[config.mk]
export PLATFORM = sky130hd
export DESIGN_NAME = irq_vector_unit
export DESIGN_NICKNAME = d
export VERILOG_FILES = /design/src/rtl/irqv_pkg.sv /design/src/rtl/irqv_flag_bank.sv /design/src/rtl/irqv_prio_enc.sv /design/src/rtl/irqv_irq_gen.sv /design/src/rtl/irq_vector_unit.sv
export SDC_FILE = /design/constraint.sdc
export NUM_CORES = 1
export LEC_CHECK = 0
export BUFFER_PORTS_ARGS = -buffer_cell sky130_fd_sc_hd__buf_4
export CORE_AREA = 2 2 39 41
export CTS_CLUSTER_DIAMETER = 120
export DETAILED_ROUTE_END_ITERATION = 7
export DIE_AREA = 0 0 41 43
export GPL_TIMING_DRIVEN = 1
export PLACE_DENSITY = 0.7
export SYNTH_ARGS = -nofsm -noshare
export SYNTH_HDL_FRONTEND = slang
export SYNTH_SLANG_ARGS = --single-unit
[constraint.sdc]
create_clock -name clk -period 2.9 [get_ports clk]
set_clock_uncertainty 0.15 [all_clocks]
set_input_delay 0.29 -clock clk [delete_from_list [all_inputs] [get_ports clk]]
set_output_delay 0.29 -clock clk [all_outputs]
set_load 0.02 [all_outputs]
[src/rtl/irqv_pkg.sv]
package irqv_pkg;
  localparam int unsigned EVT_N = 7;
  localparam int unsigned EV_ARB_LOST  = 0;
  localparam int unsigned EV_NO_ACK    = 1;
  localparam int unsigned EV_REGS_RDY  = 2;
  localparam int unsigned EV_RX_RDY    = 3;
  localparam int unsigned EV_TX_RDY    = 4;
  localparam int unsigned EV_STOP_SEEN = 5;
  localparam int unsigned EV_ADDRESSED = 6;

  function automatic int unsigned code_width(input int unsigned n);
    return $clog2(n + 1);
  endfunction
endpackage

[src/rtl/irqv_flag_bank.sv]
module irqv_flag_bank #(
  parameter int unsigned N = 7
) (
  input  logic         clk,
  input  logic         rst_n,
  input  logic         soft_rst,
  input  logic [N-1:0] evt_pulse,
  input  logic [N-1:0] clr_oh,
  output logic [N-1:0] flags
);
  logic [N-1:0] flags_q;

  always_ff @(posedge clk or negedge rst_n) begin
    if (!rst_n)        flags_q <= '0;
    else if (soft_rst) flags_q <= '0;
    else               flags_q <= (flags_q & ~clr_oh) | evt_pulse;
  end

  assign flags = flags_q;

  AST_CLR_ONEHOT: assert property (@(posedge clk) disable iff (!rst_n)
    $onehot0(clr_oh));
  AST_EVT_LATCHED: assert property (@(posedge clk) disable iff (!rst_n)
    !soft_rst |=> ((flags_q & $past(evt_pulse)) == $past(evt_pulse)));
  AST_SOFT_CLEARS: assert property (@(posedge clk) disable iff (!rst_n)
    soft_rst |=> (flags_q == '0));
  AST_FLAG_HOLDS: assert property (@(posedge clk) disable iff (!rst_n)
    (!soft_rst && clr_oh == '0) |=> ((flags_q & $past(flags_q)) == $past(flags_q)));
  AST_CLR_TAKES: assert property (@(posedge clk) disable iff (!rst_n)
    (!soft_rst && clr_oh != '0) |=>
      ((flags_q & $past(clr_oh) & ~$past(evt_pulse)) == '0));
endmodule

[src/rtl/irqv_prio_enc.sv]
module irqv_prio_enc #(
  parameter int unsigned N  = 7,
  parameter int unsigned VW = 3
) (
  input  logic [N-1:0]  pend,
  output logic [N-1:0]  sel_oh,
  output logic [VW-1:0] code
);
  logic [N:0] seen;

  assign seen[0] = 1'b0;

  genvar gi;
  generate
    for (gi = 0; gi < N; gi++) begin : g_chain
      assign seen[gi+1]  = seen[gi] | pend[gi];
      assign sel_oh[gi]  = pend[gi] & ~seen[gi];
    end
  endgenerate

  always_comb begin
    code = '0;
    for (int i = 0; i < N; i++) begin
      if (sel_oh[i]) code = code | VW'(i + 1);
    end
  end
endmodule

[src/rtl/irqv_irq_gen.sv]
module irqv_irq_gen (
  input  logic clk,
  input  logic rst_n,
  input  logic vec_rd,
  input  logic any_pend,
  output logic irq
);
  logic gap_q;

  always_ff @(posedge clk or negedge rst_n) begin
    if (!rst_n) gap_q <= 1'b0;
    else        gap_q <= vec_rd;
  end

  assign irq = any_pend & ~gap_q;

  AST_GAP_AFTER_READ: assert property (@(posedge clk) disable iff (!rst_n)
    vec_rd |=> !irq);
  AST_REARM: assert property (@(posedge clk) disable iff (!rst_n)
    (!vec_rd && any_pend) |=> (irq || $past(any_pend) != any_pend || vec_rd || !any_pend));
endmodule

[src/rtl/irq_vector_unit.sv]
module irq_vector_unit
  import irqv_pkg::*;
#(
  parameter int unsigned N  = EVT_N,
  parameter int unsigned VW = code_width(EVT_N)
) (
  input  logic          clk,
  input  logic          rst_n,
  input  logic          soft_rst,
  input  logic [N-1:0]  evt_pulse,
  input  logic [N-1:0]  irq_en,
  input  logic          vec_rd,
  output logic [N-1:0]  flags,
  output logic [VW-1:0] vec,
  output logic          irq
);
  logic [N-1:0] pend;
  logic [N-1:0] sel_oh;
  logic [N-1:0] clr_oh;

  assign pend   = flags & irq_en;
  assign clr_oh = vec_rd ? sel_oh : '0;

  irqv_flag_bank #(.N(N)) u_flags (
    .clk(clk), .rst_n(rst_n), .soft_rst(soft_rst),
    .evt_pulse(evt_pulse), .clr_oh(clr_oh), .flags(flags)
  );

  irqv_prio_enc #(.N(N), .VW(VW)) u_enc (
    .pend(pend), .sel_oh(sel_oh), .code(vec)
  );

  irqv_irq_gen u_irq (
    .clk(clk), .rst_n(rst_n), .vec_rd(vec_rd),
    .any_pend(|pend), .irq(irq)
  );

  AST_VEC_IDLE: assert property (@(posedge clk) disable iff (!rst_n)
    (vec == '0) |-> ((flags & irq_en) == '0));
  AST_VEC_PENDING: assert property (@(posedge clk) disable iff (!rst_n)
    (vec != '0) |-> ((((flags & irq_en) >> (vec - VW'(1))) & N'(1)) != '0));
  AST_VEC_LOWEST: assert property (@(posedge clk) disable iff (!rst_n)
    (vec != '0) |-> (((flags & irq_en) & ((N'(1) << (vec - VW'(1))) - N'(1))) == '0));
  AST_READ_CLEARS_REPORTED: assert property (@(posedge clk) disable iff (!rst_n)
    (vec_rd && !soft_rst && vec != '0) |=>
      ((((flags & ~$past(evt_pulse)) >> ($past(vec) - VW'(1))) & N'(1)) == '0));
endmodule

Word level (Yosys, flattened, before mapping)
Cells that the tools add are included.

Output and inout bits: 11. Flip-flop bits (word level): 8. Logic and storage cells: 35.

Mux-type cells: 9. Bitwise logic cells: 23. Reduce and logical (&&, ||, !) cells: 1.

Operators with widths (count): AND 7 bit (2); 2-to-1 mux 7 bit (2); 2-to-1 mux 3 bit (4); AND 1 bit (7); NOT 1 bit (7); NOT 7 bit (1); OR 7 bit (1); OR reduction 7 bit (1); OR 1 bit (5); 2-to-1 mux 2 bit (2); 2-to-1 mux 1 bit (1).

Logic depth before layout (Yosys ltp)
Depth in word-level cells: 13. Gate-level depth with buffers: 3.

Cells and area by module
A second synthesis with hierarchy kept.

Cell total of the unflattened synthesis: 67. Area, all modules: 604.3 um2.

By module, submodules not included: irqv_flag_bank (cells each 28, times used 1, area each 332.8 um2); irq_vector_unit (cells each 17, times used 1, area each 117.6 um2); irqv_prio_enc (cells each 20, times used 1, area each 115.1 um2); irqv_irq_gen (cells each 2, times used 1, area each 38.8 um2).

Worst setup path before layout
OpenSTA, ideal clock, no wires.

Kind: register to output. Start point: register u_flags.flags_q[3], in the netlist u_flags.flags[3]. End point: output vec[1]. Arrival: 1.278 ns. Slack: 1.182 ns. Stages on the path, launching flop included: 4. Buffers on the path: 0. Path through: dfrtp_1 > a22oi_2 > nand2_1 > a21boi_0.

Cells in the longest elaborated chain, start to end: 7. Elaborated cells between the ends (all ways): 10. Classes of those cells: 2 x mux; 8 x bitwise.

Ends and longest elaborated chain: from (decl) (RTL line irqv_flag_bank.sv:11) `logic [N-1:0] flags_q;`; from (signal assigned) (RTL line irqv_flag_bank.sv:16) `else flags_q <= (flags_q & ~clr_oh) | evt_pulse;`; AND 7 bit (*) (RTL line irq_vector_unit.sv:21) `assign pend = flags & irq_en;`; OR 1 bit (*) (2 in series) (RTL line irqv_prio_enc.sv:16) `assign seen[gi+1] = seen[gi] | pend[gi];`; NOT 1 bit or OR 1 bit (tied branches) (RTL line irqv_prio_enc.sv:17, irqv_prio_enc.sv:16); AND 1 bit or NOT 1 bit (tied branches) (RTL line irqv_prio_enc.sv:17) `assign sel_oh[gi] = pend[gi] & ~seen[gi];`; 2-to-1 mux 3 bit or AND 1 bit (tied branches) (RTL line irqv_prio_enc.sv:24, irqv_prio_enc.sv:17); 2-to-1 mux 3 bit (*) (RTL line irqv_prio_enc.sv:24) `if (sel_oh[i]) code = code | VW'(i + 1);`; to (decl) (RTL line irq_vector_unit.sv:14) `output logic [VW-1:0] vec,`.

Every way passes the cells marked *; elsewhere a longest branch is shown, timed or not.

Worst setup path after layout
Start point: register u_flags.flags_q[3], in the netlist u_flags.flags[3]. End point: output vec[0].

Cells in the longest elaborated chain, start to end: 7. Elaborated cells between the ends (all ways): 11. Classes of those cells: 3 x mux; 8 x bitwise.

Ends and longest elaborated chain (RTL line): AND 7 bit (*) (irq_vector_unit.sv:21); OR 1 bit (*) (irqv_prio_enc.sv:16); NOT 1 bit or OR 1 bit (tied branches) (irqv_prio_enc.sv:17, irqv_prio_enc.sv:16); AND 1 bit or OR 1 bit (tied branches) (irqv_prio_enc.sv:17, irqv_prio_enc.sv:16); 2-to-1 mux 3 bit or NOT 1 bit (tied branches) (irqv_prio_enc.sv:24, irqv_prio_enc.sv:17); 2-to-1 mux 3 bit or AND 1 bit (tied branches) (irqv_prio_enc.sv:24, irqv_prio_enc.sv:17); 2-to-1 mux 3 bit (*) (irqv_prio_enc.sv:24).

Marked as above.

==> qor.yml <==
cts_resized: 0
hold_viol: 0
worst_pin_slew_ns: 0.361
cp_num_buf_inv: 1
die_height_microns: 43
async_flop_share_pct: 100
p_comb_share_pct: 32.5
detail_route.first_pass.iterations: 4
core_region_area_sq_um: 1380
wl_microns: 1380
routedWlPerCell_microns: 13.9
r2r-start: "u_flags.flags[3]"
cts_made_buffers: 3
critPathMaxStageDelay_ns: 0.41
cp.arrival_ns: 1.47
drtIter0Drc: 10
leakagePower_nw: 0.355
via_per_inst: 5.28
p_total_mw: 0.321
nets: 103
n_antenna_cell: 0
grt_overflow: 0
swShare_pct: 32.2
grt_pass1_vias: 508
clockBufferDepth: 2
fin_crit_ns: 1.91
fin_area_sq_um: 722
syn_nets: 68
fmaxAchievable_mhz: 525
fin_hold_ws_ns: 0.0941
hold_path_class: "in -> reg"
path_cells: "a22oi_2, nand4_1, a32oi_1, buf_4"
grt_pass1_wl_microns: 2130
crit_slowest_cell: "dfrtp_1"
post_cts.repair.setup_buffers: 0
syn_inst: 50
ios: 29
synth_edf_count: 0
r2r-end: "u_flags.flags[6]"
drcViolationCount: 0
crit_end: "vec[0]"
postCtsHoldBufs: 1
dp_hpwl_microns: 1020
h-tree-depth: 1
maxSlewHeadroom_pct: 75.7
period_share_pct: 65.7
clk_latency_ns: 0.26
rsz0062_at_grt: "no"
dp_cells: 94
cp.depth: 4
holdCritStartpoint: "irq_en[3]"
syn_area_sq_um: 449
status: "finished, final reports clean"
drv_cap: 0
ys_ff_latch: 8
syn_avg_cell_area_sq_um: 8.98
switchingPower_mw: 0.104
drive_above_1_share_pct: 38.6
yosysMostFrequentCell: "nor2_1"
crit_required_ns: 2.46
routabilityCongestion: 0.758
timing.setup.tns_ns: 0
clkTransAtPathRegs_ns: 0.06
grt_antenna_before_repair: 0
vdd_drop_max_v: 0.000190
p_clk_share_pct: 27.4
grt_max_degree: 9
critical_path_class: "reg -> out"
crit_path_max_fanout: 4
finalSetupViolCount: 0
yosys_warnings: 0
start_util_pct: 32.5
grt_usage_pct: 19.0
placed_area_sq_um: 679
fp.dieW_microns: 41
ys.flop_type: "dfrtp_1"
worst_r2r_path_depth: 3
synth_common_cells: "nor2_1, dfrtp_1, nand2_1, a311oi_1, inv_1"
p_per_area_nw_per_um2: 445
core.rowCount: 14
port_buffers: 28
startpoint: "u_flags.flags[3]"
power_frac_seq_pct: 40.0
cts_root_buf: "clkbuf_4"
cts_tree: "yes"
yosys.area.top_type_share_pct: 44.6
synth_cell_types: 19
ys_seq_area_share_pct: 44.6
synth_top_area_cell: "dfrtp_1"
clock_sinks: 8
internal_power_mw: 0.218
endpoint_kind: "output pin"
worstSetupStartpointType: "flop"
fin_cells: 99
route.vias.total: 523
synth_area_leaders: "dfrtp_1, a311oi_1, nor2_1, nand2_1, a22o_1"
drtAntennaViolNets: 0
die-area_sq_um: 1760
area_delta_synth_final_pct: 60.7
r2r_slack_ns: 1.38
cpLargestDelayFamily: "compound AO/OA/AOI/OAI gates"
slew_viol_final: 0
==> kinds of logic (layout without fill, tap and decap cells) <==
kind of cell | after synthesis | in the layout | share of synthesized area [%]
flops | 8 | 8 | 44.6
buf+inv | 3 | 36 | 2.51
compound gates | 16 | 16 | 29.5
simple gates | 23 | 23 | 23.4
==> cells in the final DEF, fill, tap and decap left out, types with 2 or more instances in the layout <==
master	netlist	layout
dlygate4sd3_1	0	2
nor2_1	9	9
a21boi_0	2	2
a311oi_1	4	4
dfrtp_1	8	8
inv_1	3	3
a31oi_1	2	2
a22o_1	2	2
nand2_1	8	8
nor2b_1	2	2
clkbuf_4	0	3
buf_4	0	28
==> worst min-delay path by stage <==
stage / to / slack, ns / depth (start not counted)
2_1_floorplan: u_flags.flags[0] / -0.16 / 0
3_3_place_gp: u_flags.flags[6] / -0.04 / 1
3_5_place_dp: u_flags.flags[3] / -0.04 / 1
4_1_cts: u_irq.gap_q / 0.01 / 1
5_1_grt: u_flags.flags[5] / 0.09 / 2
6_report: u_flags.flags[3] / 0.09 / 2
==> per-layer routing <==
layer	vias up	track usage, %	wire [microns]
met2	29	28.4	686
li1	255	-	-
met5	-	0	0
met1	237	19.8	546
met4	0	11.3	14
met3	2	10.5	129
==> registers in the layout, indices dropped and copies added (netlist names) <==
register and cells:
u_irq.gap_q 1, u_flags.flags 7
==> metrics by stage <==
| stage | utilization [%] | worst slack (ns) |
|---|---|---|
| after global placement | 49.1 | 1.30 |
| after global routing | 52.2 | 0.897 |
| final | 52.2 | 0.994 |
| after CTS | 51.4 | 0.976 |
| after detailed placement | 49.1 | 1.31 |
| after floorplan | - | 1.18 |
==> cell type report <==
type                    instances  area, sq um
clock buffers                   3         22.5
flip-flops and latches          8          200
repair buffers                 30          230
multi-input cells              39          238
inverters                       3         11.3
fillers                       133          662
well taps                      16         20.0
==> power by group through the flow <==
stage          sequential, mW  combinational, mW  clock [mW]
4_1_cts                 0.128              0.104      0.0917
3_3_place_gp            0.130              0.101           0
6_report                0.129              0.105      0.0881
2_1_floorplan           0.138             0.0385           0
3_5_place_dp            0.130              0.102           0
5_1_grt                 0.130              0.113       0.104
(Power assumes the default switching activity.)
